<file path="src/rtl/alarm_list_pkg.sv">
package alarm_list_pkg;

    // Operation chosen for the current cycle
    typedef enum logic [1:0] {
        OP_NONE = 2'd0,
        OP_ADD  = 2'd1,
        OP_DEL  = 2'd2,
        OP_POP  = 2'd3
    } op_e;

    // Occupancy of the list
    typedef enum logic [1:0] {
        ST_EMPTY = 2'd0,
        ST_PART  = 2'd1,
        ST_FULL  = 2'd2
    } occ_e;

endpackage

</file>
<file path="src/rtl/alarm_match.sv">
// Compares one key with every slot; only occupied slots can hit.
module alarm_match #(
    parameter int ID_W  = 11,
    parameter int DEPTH = 8
) (
    input  logic [DEPTH*ID_W-1:0] slots,
    input  logic [DEPTH-1:0]      valid,
    input  logic [ID_W-1:0]       key,
    output logic [DEPTH-1:0]      hit
);

    for (genvar i = 0; i < DEPTH; i++) begin : g_cmp
        assign hit[i] = valid[i] && (slots[i*ID_W +: ID_W] == key);
    end

endmodule

</file>
<file path="src/rtl/alarm_cmd_arb.sv">
// Chooses at most one operation per cycle: pop, then delete, then add.
module alarm_cmd_arb
    import alarm_list_pkg::*;
#(
    parameter int DEPTH = 8,
    localparam int IDX_W = (DEPTH > 1) ? $clog2(DEPTH) : 1
) (
    input  logic             ind_rst_req,
    input  logic             rst_req,
    input  logic             set_req,
    input  logic             is_empty,
    input  logic             is_full,
    input  logic [DEPTH-1:0] rst_hit,
    input  logic [DEPTH-1:0] set_hit,
    output op_e              op,
    output logic [IDX_W-1:0] del_pos
);

    logic             rst_found;
    logic             set_dup;
    logic [IDX_W-1:0] rst_pos;

    always_comb begin
        rst_found = |rst_hit;
        set_dup   = |set_hit;
        rst_pos   = '0;
        for (int i = DEPTH - 1; i >= 0; i--) begin
            if (rst_hit[i]) begin
                rst_pos = IDX_W'(i);
            end
        end
    end

    always_comb begin
        op      = OP_NONE;
        del_pos = '0;
        if (ind_rst_req) begin
            if (!is_empty) begin
                op = OP_POP;
            end
        end else if (rst_req) begin
            if (rst_found) begin
                op      = OP_DEL;
                del_pos = rst_pos;
            end
        end else if (set_req) begin
            if (!is_full && !set_dup) begin
                op = OP_ADD;
            end
        end
    end

endmodule

</file>
<file path="src/rtl/alarm_slot_lane.sv">
// Next-value selection for one slot of the list.
module alarm_slot_lane
    import alarm_list_pkg::*;
#(
    parameter int ID_W  = 11,
    parameter int IDX_W = 3,
    parameter int CNT_W = 4,
    parameter int INDEX = 0
) (
    input  op_e              op,
    input  logic [IDX_W-1:0] del_pos,
    input  logic [CNT_W-1:0] count,
    input  logic [ID_W-1:0]  new_id,
    input  logic [ID_W-1:0]  cur,
    input  logic [ID_W-1:0]  nxt,
    output logic [ID_W-1:0]  next_val
);

    localparam logic [CNT_W-1:0] MY_POS = CNT_W'(INDEX);

    logic at_tail;
    logic behind_gap;

    always_comb begin
        at_tail    = (count == MY_POS);
        behind_gap = (MY_POS >= CNT_W'(del_pos));
    end

    always_comb begin
        unique case (op)
            OP_ADD:  next_val = at_tail ? new_id : cur;
            OP_DEL:  next_val = behind_gap ? nxt : cur;
            OP_POP:  next_val = nxt;
            default: next_val = cur;
        endcase
    end

endmodule

</file>
<file path="src/rtl/alarm_list.sv">
// Ordered, compacting list of active alarm identifiers.
module alarm_list
    import alarm_list_pkg::*;
#(
    parameter int ID_W  = 11,
    parameter int DEPTH = 8,
    localparam int CNT_W = $clog2(DEPTH + 1)
) (
    input  logic                  clk,
    input  logic                  clr,
    input  logic                  set_req,
    input  logic [ID_W-1:0]       set_id,
    input  logic                  rst_req,
    input  logic [ID_W-1:0]       rst_id,
    input  logic                  ind_rst_req,
    output logic [DEPTH*ID_W-1:0] slots_o,
    output logic [CNT_W-1:0]      count_o,
    output logic [ID_W-1:0]       first_o
);

    localparam int IDX_W = (DEPTH > 1) ? $clog2(DEPTH) : 1;
    localparam logic [CNT_W-1:0] CNT_ONE  = CNT_W'(1);
    localparam logic [CNT_W-1:0] CNT_LAST = CNT_W'(DEPTH - 1);

    logic [ID_W-1:0]  slot_q   [DEPTH];
    logic [ID_W-1:0]  slot_d   [DEPTH];
    logic [ID_W-1:0]  nxt_val  [DEPTH];
    logic [CNT_W-1:0] count_q;
    logic [CNT_W-1:0] count_d;
    occ_e             occ_q;
    occ_e             occ_d;
    logic [DEPTH-1:0] valid;
    logic [DEPTH-1:0] rst_hit;
    logic [DEPTH-1:0] set_hit;
    logic             is_empty;
    logic             is_full;
    op_e              op;
    logic [IDX_W-1:0] del_pos;

    // Slot occupancy, flattened view and per-slot next-value lanes
    for (genvar i = 0; i < DEPTH; i++) begin : g_slot
        assign valid[i]                  = (count_q > CNT_W'(i));
        assign slots_o[i*ID_W +: ID_W]   = slot_q[i];

        if (i == DEPTH - 1) begin : g_last
            assign nxt_val[i] = '0;
        end else begin : g_inner
            assign nxt_val[i] = slot_q[i+1];
        end

        alarm_slot_lane #(
            .ID_W  (ID_W),
            .IDX_W (IDX_W),
            .CNT_W (CNT_W),
            .INDEX (i)
        ) u_lane (
            .op       (op),
            .del_pos  (del_pos),
            .count    (count_q),
            .new_id   (set_id),
            .cur      (slot_q[i]),
            .nxt      (nxt_val[i]),
            .next_val (slot_d[i])
        );
    end

    alarm_match #(
        .ID_W  (ID_W),
        .DEPTH (DEPTH)
    ) u_rst_match (
        .slots (slots_o),
        .valid (valid),
        .key   (rst_id),
        .hit   (rst_hit)
    );

    alarm_match #(
        .ID_W  (ID_W),
        .DEPTH (DEPTH)
    ) u_set_match (
        .slots (slots_o),
        .valid (valid),
        .key   (set_id),
        .hit   (set_hit)
    );

    assign is_empty = (occ_q == ST_EMPTY);
    assign is_full  = (occ_q == ST_FULL);

    alarm_cmd_arb #(
        .DEPTH (DEPTH)
    ) u_arb (
        .ind_rst_req (ind_rst_req),
        .rst_req     (rst_req),
        .set_req     (set_req),
        .is_empty    (is_empty),
        .is_full     (is_full),
        .rst_hit     (rst_hit),
        .set_hit     (set_hit),
        .op          (op),
        .del_pos     (del_pos)
    );

    // Count update
    always_comb begin
        unique case (op)
            OP_ADD:         count_d = count_q + CNT_ONE;
            OP_DEL, OP_POP: count_d = count_q - CNT_ONE;
            default:        count_d = count_q;
        endcase
    end

    // Occupancy transitions
    always_comb begin
        occ_d = occ_q;
        unique case (occ_q)
            ST_EMPTY: begin
                if (op == OP_ADD) begin
                    occ_d = (DEPTH == 1) ? ST_FULL : ST_PART;
                end
            end
            ST_PART: begin
                if (op == OP_ADD && count_q == CNT_LAST) begin
                    occ_d = ST_FULL;
                end else if ((op == OP_DEL || op == OP_POP) && count_q == CNT_ONE) begin
                    occ_d = ST_EMPTY;
                end
            end
            ST_FULL: begin
                if (op == OP_DEL || op == OP_POP) begin
                    occ_d = (DEPTH == 1) ? ST_EMPTY : ST_PART;
                end
            end
            default: occ_d = ST_EMPTY;
        endcase
    end

    // State register
    always_ff @(posedge clk) begin
        if (clr) begin
            occ_q   <= ST_EMPTY;
            count_q <= '0;
            for (int i = 0; i < DEPTH; i++) begin
                slot_q[i] <= '0;
            end
        end else begin
            occ_q   <= occ_d;
            count_q <= count_d;
            for (int i = 0; i < DEPTH; i++) begin
                slot_q[i] <= slot_d[i];
            end
        end
    end

    // Outputs
    always_comb begin
        count_o = count_q;
        first_o = slot_q[0];
    end

endmodule

</file>
<file path="config.mk">
export PLATFORM = sky130hd
export DESIGN_NAME = alarm_list
export DESIGN_NICKNAME = d
export VERILOG_FILES = /design/src/rtl/alarm_list_pkg.sv /design/src/rtl/alarm_match.sv /design/src/rtl/alarm_cmd_arb.sv /design/src/rtl/alarm_slot_lane.sv /design/src/rtl/alarm_list.sv
export SDC_FILE = /design/constraint.sdc
export NUM_CORES = 1
export LEC_CHECK = 0
export BUFFER_PORTS_ARGS = -buffer_cell sky130_fd_sc_hd__buf_2
export CORE_MARGIN = 4
export CORE_UTILIZATION = 45
export DETAILED_ROUTE_END_ITERATION = 12
export GPL_TIMING_DRIVEN = 0
export PLACE_DENSITY = 0.67
export SLEW_MARGIN = 15
export SYNTH_ARGS = -nofsm -noshare
export SYNTH_HDL_FRONTEND = slang
export SYNTH_SLANG_ARGS = --single-unit
</file>
<file path="constraint.sdc">
create_clock -name clk -period 4.5 [get_ports clk]
set_input_delay 0.9 -clock clk [delete_from_list [all_inputs] [get_ports clk]]
set_output_delay 0.9 -clock clk [all_outputs]
set_load 0.05 [all_outputs]
</file>
== Word level (Yosys, flattened, before mapping) ==
Memories as Yosys holds them, arrays and structs flattened.
Cells that the tools add are included.

* Add/subtract/negate cells: 2
* Bitwise gates (word level): 8
* Order comparisons: 15
* Reductions and logical operators: 29
* Multiplexer cells: 57
* Equality and inequality tests: 31

{| class="wikitable"
|+ Operator list
! operator !! count
|-
| $mux 11 || 23
|-
| $pmux 11 s3 || 7
|-
| $eq 11x11->1 || 16
|-
| $mux 3 || 11
|-
| $pmux 11 s2 || 1
|-
| $logic_and 1x1->1 || 19
|-
| $mux 2 || 9
|-
| $eq 4x3->1 const B || 4
|-
| $gt 4x3->1 const B || 4
|-
| $reduce_or 8->1 || 2
|-
| $ge 3x3->1 const A || 3
|-
| $eq 4x2->1 const B || 2
|-
| $gt 4x1->1 const B || 2
|-
| $gt 4x2->1 const B || 2
|-
| $or 1x1->1 || 8
|-
| $pmux 4 s2 || 1
|-
| $eq 2x2->1 const B || 3
|-
| $ge 1x3->1 const A || 2
|-
| $ge 2x3->1 const A || 2
|-
| $pmux 2 s3 || 1
|-
| $add 4x1->4 const B || 1
|-
| $eq 2x1->1 const B || 2
|-
| $eq 4x1->1 const B || 1
|-
| $logic_not 4->1 || 1
|-
| 10 further kinds || 15
|}

* Bits in writable memories: 88
* Word-level logic and storage cells: 145
* Memories: 1
* Bits of input ports: 27
* Register bits after elaboration: 6
* Output and inout bits: 103

{| class="wikitable"
|+ Memory list
! name !! words !! bits a word !! rd ports !! clocked after memory_dff !! wr ports !! RTL line !! source
|-
| slot_q || 8 || 11 || 8 || 0 || 8 || alarm_list.sv:25 || <nowiki>logic [ID_W-1:0] slot_q [DEPTH];</nowiki>
|}

== Depth between registers and ports, before layout ==
Gate-level depths: netlist of run 1.
An unclocked memory read counts as a cell.

* Word-level depth: 18
* Depth in mapped cells: 12
* Mapped depth without buffers: 10

== Cells and area by module ==
A second synthesis of run 1 with hierarchy kept.

* Cells, all modules: 874
* Area, all modules: 7762.4 µm²

{| class="wikitable"
|+ By module, submodules not included
! module !! area an instance (µm²) !! times used !! sequential area each (µm²) !! cells each
|-
| alarm_list || 2854.0 || 1 || 1881.8 || 251
|-
| alarm_match || 1116.1 || 2 || 0.0 || 131
|-
| alarm_slot_lane (g_slot[2].u_lane) || 412.9 || 1 || 0.0 || 56
|-
| alarm_slot_lane (g_slot[0].u_lane) || 410.4 || 1 || 0.0 || 56
|-
| alarm_slot_lane (g_slot[7].u_lane) || 327.8 || 1 || 0.0 || 54
|-
| alarm_slot_lane (g_slot[5].u_lane) || 295.3 || 1 || 0.0 || 43
|-
| alarm_slot_lane (g_slot[3].u_lane) || 280.3 || 1 || 0.0 || 34
|-
| alarm_slot_lane (g_slot[4].u_lane) || 272.8 || 1 || 0.0 || 33
|-
| alarm_slot_lane (g_slot[6].u_lane) || 266.5 || 1 || 0.0 || 31
|-
| alarm_slot_lane (g_slot[1].u_lane) || 264.0 || 1 || 0.0 || 31
|-
| alarm_cmd_arb || 146.4 || 1 || 0.0 || 23
|}

== Worst setup path before layout of run 1 ==
Ideal clock, no wire load.

* Kind: register to register
* Start point: register count_q[1], in the netlist count_o[1]
* End point: memory slot_q[5][2], in the netlist slot_q[0][57]
* Clock period less this slack: 3187 ps
* Cell stages (with the launch flop): 13
* Path slack: 1313 ps
* Data arrival time: 3106 ps
* Required time: 4419 ps
* Cells stage by stage: dfxtp_1 > inv_1 > ha_1 > nor3b_1 > nor2_1 > nor4_4 > nor4_4 > a21o_1 > buf_2 > a31oi_2 > buf_6 > nor2_1 > a211oi_2

{| class="wikitable"
|+ RTL lines
! element !! RTL line !! source
|-
| start: declaration || alarm_list.sv:28 || <nowiki>logic [CNT_W-1:0] count_q;</nowiki>
|-
| start signal: assignment || alarm_list.sv:148 || <nowiki>count_q <= count_d;</nowiki>
|-
| end: declaration || alarm_list.sv:25 ||
|}

==> metrics.md, run 1 <==
| Metric | Value |
|---|---|
| Most frequent cell after synthesis | xnor2_1 |
| Design area | approximately 8300 µm² |
| Switching Fraction | 0.3621 |
| Clk pwr share | 0.345 |
| Core area | roughly 15,000 µm² |
| Ys async rst share | 0 |
| Inst Count DP | 1,152 |
| Setup violations, final | 0 |
| Antenna Nets Post-Route | 0 |
| Worst Path Class, Setup | reg -> reg |
| CTS Root Cell | clkbuf_16 |
| CP startpoint kind | flip-flop |
| Synth Area in XOR/XNOR | 0.2162 |
| DRC viols | 0 |
| Total congestion overflow | 0 |
| Maxcap violations | 0 |
| Top cells by area, synth | dfxtp_1 26%, xnor2_1 18%, a21oi_1 8.2%, a211oi_2 5.4%, xor2_1 4.0% |
| Syn Std Cell Area | 7169 µm² |
| Setup TNS | 0 ns |
| Placed cell area | 8024 µm² |
| Dpl ws | 0.6860 ns |
| Critical Path Slowest Stage Cell | nor4_1 |
| TritonCTS clock tree | yes |
| Nets | between 900 and 1,000 |
| Starting Density | 0.4647 |
| Sequential Power Share | 0.379 |
| Sequential area share after synthesis | 0.2625 |
| Worst-Skew Late Latency | 0.37 ns |
| Gpl congestion | slightly above 1 |
| DIE WIDTH | 134.2 µm |
| EDFF count, synth | 0 |
| Clock buffer count from CTS | 9 |
| RSZ-0062 raised after global routing | false |
| WL final | 29,040 µm |
| Layout cells sized above 1 | 0.2751 |
| Vias in the first global route | 7,008 |
| Max VDD drop | 0.1828 mV |
| Crit-path max cell delay | 0.56 ns |
| Compound-Gate Fraction of Synth Area | 0.2674 |
| Iteration-0 DRC Markers | between 800 and 900 |
| Synth top cells by count | 144 x xnor2_1, 118 x a21oi_1, 94 x dfxtp_1, 46 x nand4_1, 45 x nor2_1 |
| Min-Delay Path Class | reg -> reg |
| First-pass GRT wire length | 43,140 µm |
| Avg Inst Size Synth | 8.711 µm² |
| Mux cell area share after synthesis | 0.01536 |
| TritonRoute pass-1 iters | 8 |
| Post-synth cell types | 62 |
| Post-CTS Setup Bufs | 0 |
| Diode count | 0 |
| Final period utilization | 0.8566 |
| Total track usage | 0.3141 |
| Largest family of logic cells by synthesized area | compound AO/OA/AOI/OAI gates |
| Final min period | 3.855 ns |
| Worst Skew | 0.01290 ns |
| Register bit total from synthesis | 94 |
| Worst Max-Slew Pin Slew | 0.8809 ns |
| Status | completed |
| Area delta synth->final | 16.42% |
| DR vias/cell | 6.382 |
| Pwr dens | roughly 300 nW/µm² |
| Crit Path Max Fanout | 10 |
| Hold Slack | 0.5493 ns |
| Finished Layout Cells | 1,167 |
| Rel. slew slack | 0.4128 |
| Required @ worst endpoint | 4.79 ns |
| Pin count of the biggest net entering global routing | 16 |
| Highest Signal Layer | met4 |
| Sink Count | 94 |
| Max frequency | 0.2594 GHz |
| Pins Over Slew Limit | 0 |
| Fillers | 1,512 |
| DRT met1 WL | 12,010 µm |
| Critical path, cell by cell | inv_1 -> ha_1 -> nor3b_1 -> nor2_1 -> nor4_1 -> nor4_2 -> and3_1 -> buf_4 -> nand3_1 -> clkbuf_1 -> o22ai_1 -> a221oi_2 |
| Main synth FF type | dfxtp_1 |
| Via count | 7,448 |
| NetSw | 902.5 µW |
| Post-synth top area cell | dfxtp_1 |
| Die Y-Extent | 134.2 µm |
| Setup ws final | approximately 0.65 ns |
| Hpwl dp | 20,490 µm |
| Initial antenna violation count | 0 |
| Synth Area in Adders | 0.008726 |
| Wire length on met2 | 12,050 µm |
| Comb pwr share | 0.275 |
| Crit end category | flip-flop |
| Share of the synthesized area in the top cell type | 0.2625 |
| Met3 wire len | 3544 µm |
| Final Hold Fails | 0 |
| Leak Pwr | 0.003050 µW |
| P_int | 1590 µW |
| IO Count | 130 |
| Mapped Nets | 855 |
| Die area | approximately 18,000 µm² |
| Clock transition at the registers of the reported paths | 0.08 ns |
| Post-Synthesis Cells | 823 |
| Port bufs | 118 |
| CTS Buffer Depth | 2 |
| Site Rows | 45 |
| Syn. warnings | 0 |
| WP data arrival | 4.14 ns |
| Count of hold-fix buffers inserted at cts | 0 |
| Routed len/inst | 24.88 µm |
| Post-cts sizing count | 0 |
| Synth Area in Simple Gates | 0.1520 |
| H-tree Lvls | 3 |
-- through the flow --
stage / power (µW) / util
after floorplan: 1449 / -
after global placement: 1628 / 0.5201
after detailed placement: 1632 / 0.5201
after CTS: 2472 / 0.5410
after global routing: 2562 / 0.5410
final: 2492 / 0.5410
-- cell type report --
cell class	instances	area, µm²	share of cell area
buffer	88	498.0	0.05966
clock buffer	10	239.0	0.02863
clock inverter	5	83.83	0.01004
inverter	16	60.06	0.007195
multi-input combinational	625	4730	0.5666
sequential	94	1882	0.2255
tap	211	264.0	0.03163
timing repair buffer	118	590.6	0.07075
-- state kept, by name (all words and copies together), names as in the netlist --
signal	cells
count_o	4
occ_q	2
slot_q	88
-- power by group through the flow --
stage	Combinational (µW)	Sequential (µW)	Clock [µW]
2_1_floorplan	385	1060	0
3_3_place_gp	667	961	0
3_5_place_dp	671	961	0
4_1_cts	674	942	856
5_1_grt	720	949	893
6_report	686	945	861
-- cells in the final DEF (no fill, tap or decap), types with 3 or more instances in the layout --
cell type | Yosys | routed
a21oi_1 | 118 | 118
o21ai_0 | 4 | 4
nor3_1 | 14 | 14
dfxtp_1 | 94 | 94
nor2_1 | 45 | 45
xor2_1 | 33 | 33
clkbuf_16 | 0 | 9
o2111ai_1 | 4 | 4
a211oi_1 | 13 | 13
xnor2_1 | 144 | 144
nor4_4 | 3 | 3
clkbuf_1 | 30 | 30
buf_4 | 19 | 19
nand3_1 | 10 | 10
ha_1 | 5 | 5
nand4_1 | 46 | 46
a31oi_1 | 3 | 3
o22ai_1 | 11 | 11
nor2b_1 | 3 | 3
inv_1 | 16 | 16
o211ai_1 | 4 | 4
o21a_1 | 3 | 3
mux2i_1 | 11 | 11
nand3b_1 | 3 | 3
nor4_1 | 10 | 10
or4_1 | 3 | 3
nor3_2 | 3 | 3
a311oi_2 | 11 | 11
buf_2 | 29 | 147
a311oi_1 | 13 | 13
a211oi_2 | 31 | 31
and3_1 | 16 | 16
buf_6 | 8 | 8
nand2_1 | 13 | 13
a221oi_2 | 10 | 10
-- worst max-delay path: cells and delay by family (launching register included) --
kind                     cells  cell delay [ns]
AND/OR/NAND/NOR              6             1.78
buffers and inverters        3             0.73
flip-flops                   1             0.54
AO/OA/AOI/OAI                2             0.45
adder cells (fa/ha/maj)      1             0.28
-- path summary, 6_finish.rpt --
| kind | startpoint | to | slack [ns] | depth (start not counted) |
|---|---|---|---|---|
| hold reg to reg | occ_q[0]$_SDFFE_PP0P_ | occ_q[0]$_SDFFE_PP0P_ | 0.55 | 2 |
| setup reg to reg | count_o[1]$_SDFFE_PP0P_ | slot_q[0][47]$_SDFFE_PP0P_ | 0.65 | 12 |
| setup / recovery | count_o[1]$_SDFFE_PP0P_ | slot_q[0][47]$_SDFFE_PP0P_ | 0.65 | 12 |
| hold / removal | occ_q[0]$_SDFFE_PP0P_ | occ_q[0]$_SDFFE_PP0P_ | 0.55 | 2 |
-- metal layers --
| layer | vias up | track usage |
|---|---|---|
| met4 | 0 | 0.1561 |
| met5 | - | 0 |
| met2 | 537 | 0.4472 |
| met1 | 3529 | 0.4295 |
| li1 | 3272 | - |
| met3 | 110 | 0.09452 |
-- cells by family (layout without fill, tap and decap cells) --
kind of cell | after synthesis | count (layout)
AO/OA/AOI/OAI | 247 | 247
AND/OR/NAND/NOR | 185 | 185
flip-flops | 94 | 94
multiplexers | 11 | 11
adder cells (fa/ha/maj) | 5 | 5
XOR/XNOR | 177 | 177
buffers and inverters | 104 | 237
Power figures use the tool's default switching activity.
==> run 2: changes to the inputs <==
- clock period: 4.5 -> 3.9 ns (I/O delays scaled with it)
==> run 2 against run 1 <==
Effect of this change: register-to-register slack got worse by 0.47 ns; clock-buffer cell count unchanged; design area about the same; non-clock buffer count decreased by 1; global-route usage unchanged; critical path type unchanged; largest cell class unchanged; largest power group unchanged.
==> metrics.md, run 2 (synthesis results as in run 1) <==
| Metric | Value |
|---|---|
| Fillers | 1,514 (+0.13%) |
| Leak Pwr | 0.003050 µW (about the same) |
| DRC viols | 0 (unchanged) |
| Iteration-0 DRC Markers | 816 (-6.5%) |
| Vias in the first global route | 7,008 (unchanged) |
| Max frequency | 0.2685 GHz (+3.5%) |
| Site Rows | 45 (unchanged) |
| Leading cell types in the layout, fill and taps excluded | 147 x buf_2, 144 x xnor2_1, 118 x a21oi_1 |
| Starting Density | 0.4647 (unchanged) |
| Maxcap violations | 0 (unchanged) |
| Setup violations, final | 0 (unchanged) |
| Sink Count | 94 (unchanged) |
| Total congestion overflow | 0 (unchanged) |
| Clock buffer count from CTS | 9 (unchanged) |
| Worst Skew | 0.01092 ns (-0.001985 ns) |
| Layout cells sized above 1 | 0.2775 (+0.002382) |
| Number of flip-flops under the largest register name | 88 (unchanged) |
| Nets | 983 (-0.10%) |
| Util after Layout | 0.5415 (about the same) |
| TritonRoute pass-1 iters | 5 (-3) |
| Pins Over Slew Limit | 0 (unchanged) |
| Worst Path Class, Setup | reg -> reg |
| Final min period | 3.724 ns (-0.1309 ns) |
| Critical path launch point | count_o[1]$_SDFFE_PP0P_ |
| Top reg by flops | slot_q |
| RSZ-0062 raised after global routing | false |
| Rel. slew slack | 0.4063 (-0.006459) |
| Pin count of the biggest net entering global routing | 16 (unchanged) |
| Max VDD drop | 0.2083 mV (+14%) |
| Gpl congestion | 1.013 (unchanged) |
| Multi-input gate area | 4741 µm² (+0.24%) |
| RR Startpoint | count_o[1]$_SDFFE_PP0P_ |
| Antenna Nets Post-Route | 0 (unchanged) |
| Port bufs | 118 (unchanged) |
| Diode count | 0 (unchanged) |
| Worst Max-Slew Pin Slew | 0.8906 ns (+0.009688 ns) |
| TritonCTS clock tree | yes |
| Status | completed |
| Die Y-Extent | 134.2 µm (unchanged) |
| Worst Hold Launch | occ_q[0]$_SDFFE_PP0P_ |
| WP data arrival | 3.99 ns (-0.15 ns) |
| Total track usage | 0.3141 (unchanged) |
| DR vias/cell | 6.343 (-0.61%) |
| Crit Path Max Fanout | 10 (unchanged) |
| Final Hold Fails | 0 (unchanged) |
| Pwr dens | 343.4 nW/µm² (+15%) |
| Hpwl dp | 20,490 µm (unchanged) |
| Die area | 18,020 µm² (unchanged) |
| Count of hold-fix buffers inserted at cts | 0 (unchanged) |
| Routed len/inst | 24.87 µm (about the same) |
| First-pass GRT wire length | 43,140 µm (unchanged) |
| H-tree Lvls | 3 (unchanged) |
| Area delta synth->final | 16.53% (about the same) |
| Crit end category | flip-flop |
| Final period utilization | 0.9548 (+0.09821) |
| Via count | 7,396 (-0.70%) |
| IO Count | 130 (unchanged) |
| DIE WIDTH | 134.2 µm (unchanged) |
| Worst-Skew Late Latency | 0.37 ns (about the same) |
| CTS Root Cell | clkbuf_16 |
| Min-Delay Path Class | reg -> reg |
| CTS Buffer Depth | 2 (unchanged) |
| Setup TNS | 0 ns (unchanged) |
| WL final | 29,000 µm (-0.13%) |
| Register area | 1882 µm² (unchanged) |
| CP startpoint kind | flip-flop |
| Core area | 15,430 µm² (unchanged) |
| Initial antenna violation count | 0 (unchanged) |
| Most common cell after layout, fill and taps aside | buf_2 |
| Required @ worst endpoint | 4.17 ns (-0.62 ns) |
| Clock transition at the registers of the reported paths | 0.07 ns (about the same) |
-- run 2: cell count changes in the layout (fill, tap and decap cells not counted), sizes merged --
| cell | delta |
|---|---|
| clkbuf | -1 |
-- run 2: metrics by stage --
step	hold slack (ns)	cell area [µm²]	instances	power [µW]	setup slack, ns
floorplan	0.5037	7169	823	1671	0.7130
global placement	0.5284	8024	1152	1879	0.1588
detailed placement	0.5402	8024	1152	1883	0.1744
CTS	0.5483	8347	1167	2853	0.1391
global route	0.5752	8354	1166	2957	0.01927
finish	0.5528	8354	1166	2869	0.1763
-- run 2: layout make-up --
class,instances,share of cell area
plain buffers,87,0.05916
clock buffers,10,0.02861
clock inverters,5,0.01003
inverters,16,0.007189
multi-input cells,625,0.5675
flip-flops and latches,94,0.2253
well taps,211,0.03160
repair buffers,118,0.07069
-- run 2: worst paths after layout --
path	slack, ns	depth (start not counted)	to
max	0.18	12	slot_q[0][6]$_SDFFE_PP0P_
min reg2reg	0.55	2	occ_q[0]$_SDFFE_PP0P_
max reg2reg	0.18	12	slot_q[0][6]$_SDFFE_PP0P_
min	0.55	2	occ_q[0]$_SDFFE_PP0P_
-- run 2: per-layer routing --
| metal | vias up | part of all wire | GRT usage |
|---|---|---|---|
| met5 | - | 0 | 0 |
| met4 | 0 | 0.050 | 0.1561 |
| met3 | 97 | 0.13 | 0.09452 |
| met2 | 516 | 0.42 | 0.4472 |
| met1 | 3515 | 0.41 | 0.4295 |
| li1 | 3268 | - | - |
-- run 2: repair_timing --
action / CTS / global route
setup buffers: 0 / 0
resized for setup: 0 / 2
endpoints found under the setup margin: 0 / 45
-- run 2: power breakdown --
group          internal, µW  switching, µW  total, µW
Clock                   577            409        986
Sequential             1000           87.5       1090
Combinational           255            538        793
Total                  1830           1030       2870
-- run 2: worst max-delay path, cell delays in order (launching register included) --
cell and delay (ns):
dfxtp_1 0.42, inv_1 0.21, ha_1 0.29, nor3b_2 0.11, nor2_1 0.30, nor4_4 0.13, nor4_4 0.49, a21o_1 0.26
buf_2 0.21, and3_1 0.17, clkbuf_1 0.57, a21oi_1 0.14, a311oi_1 0.33
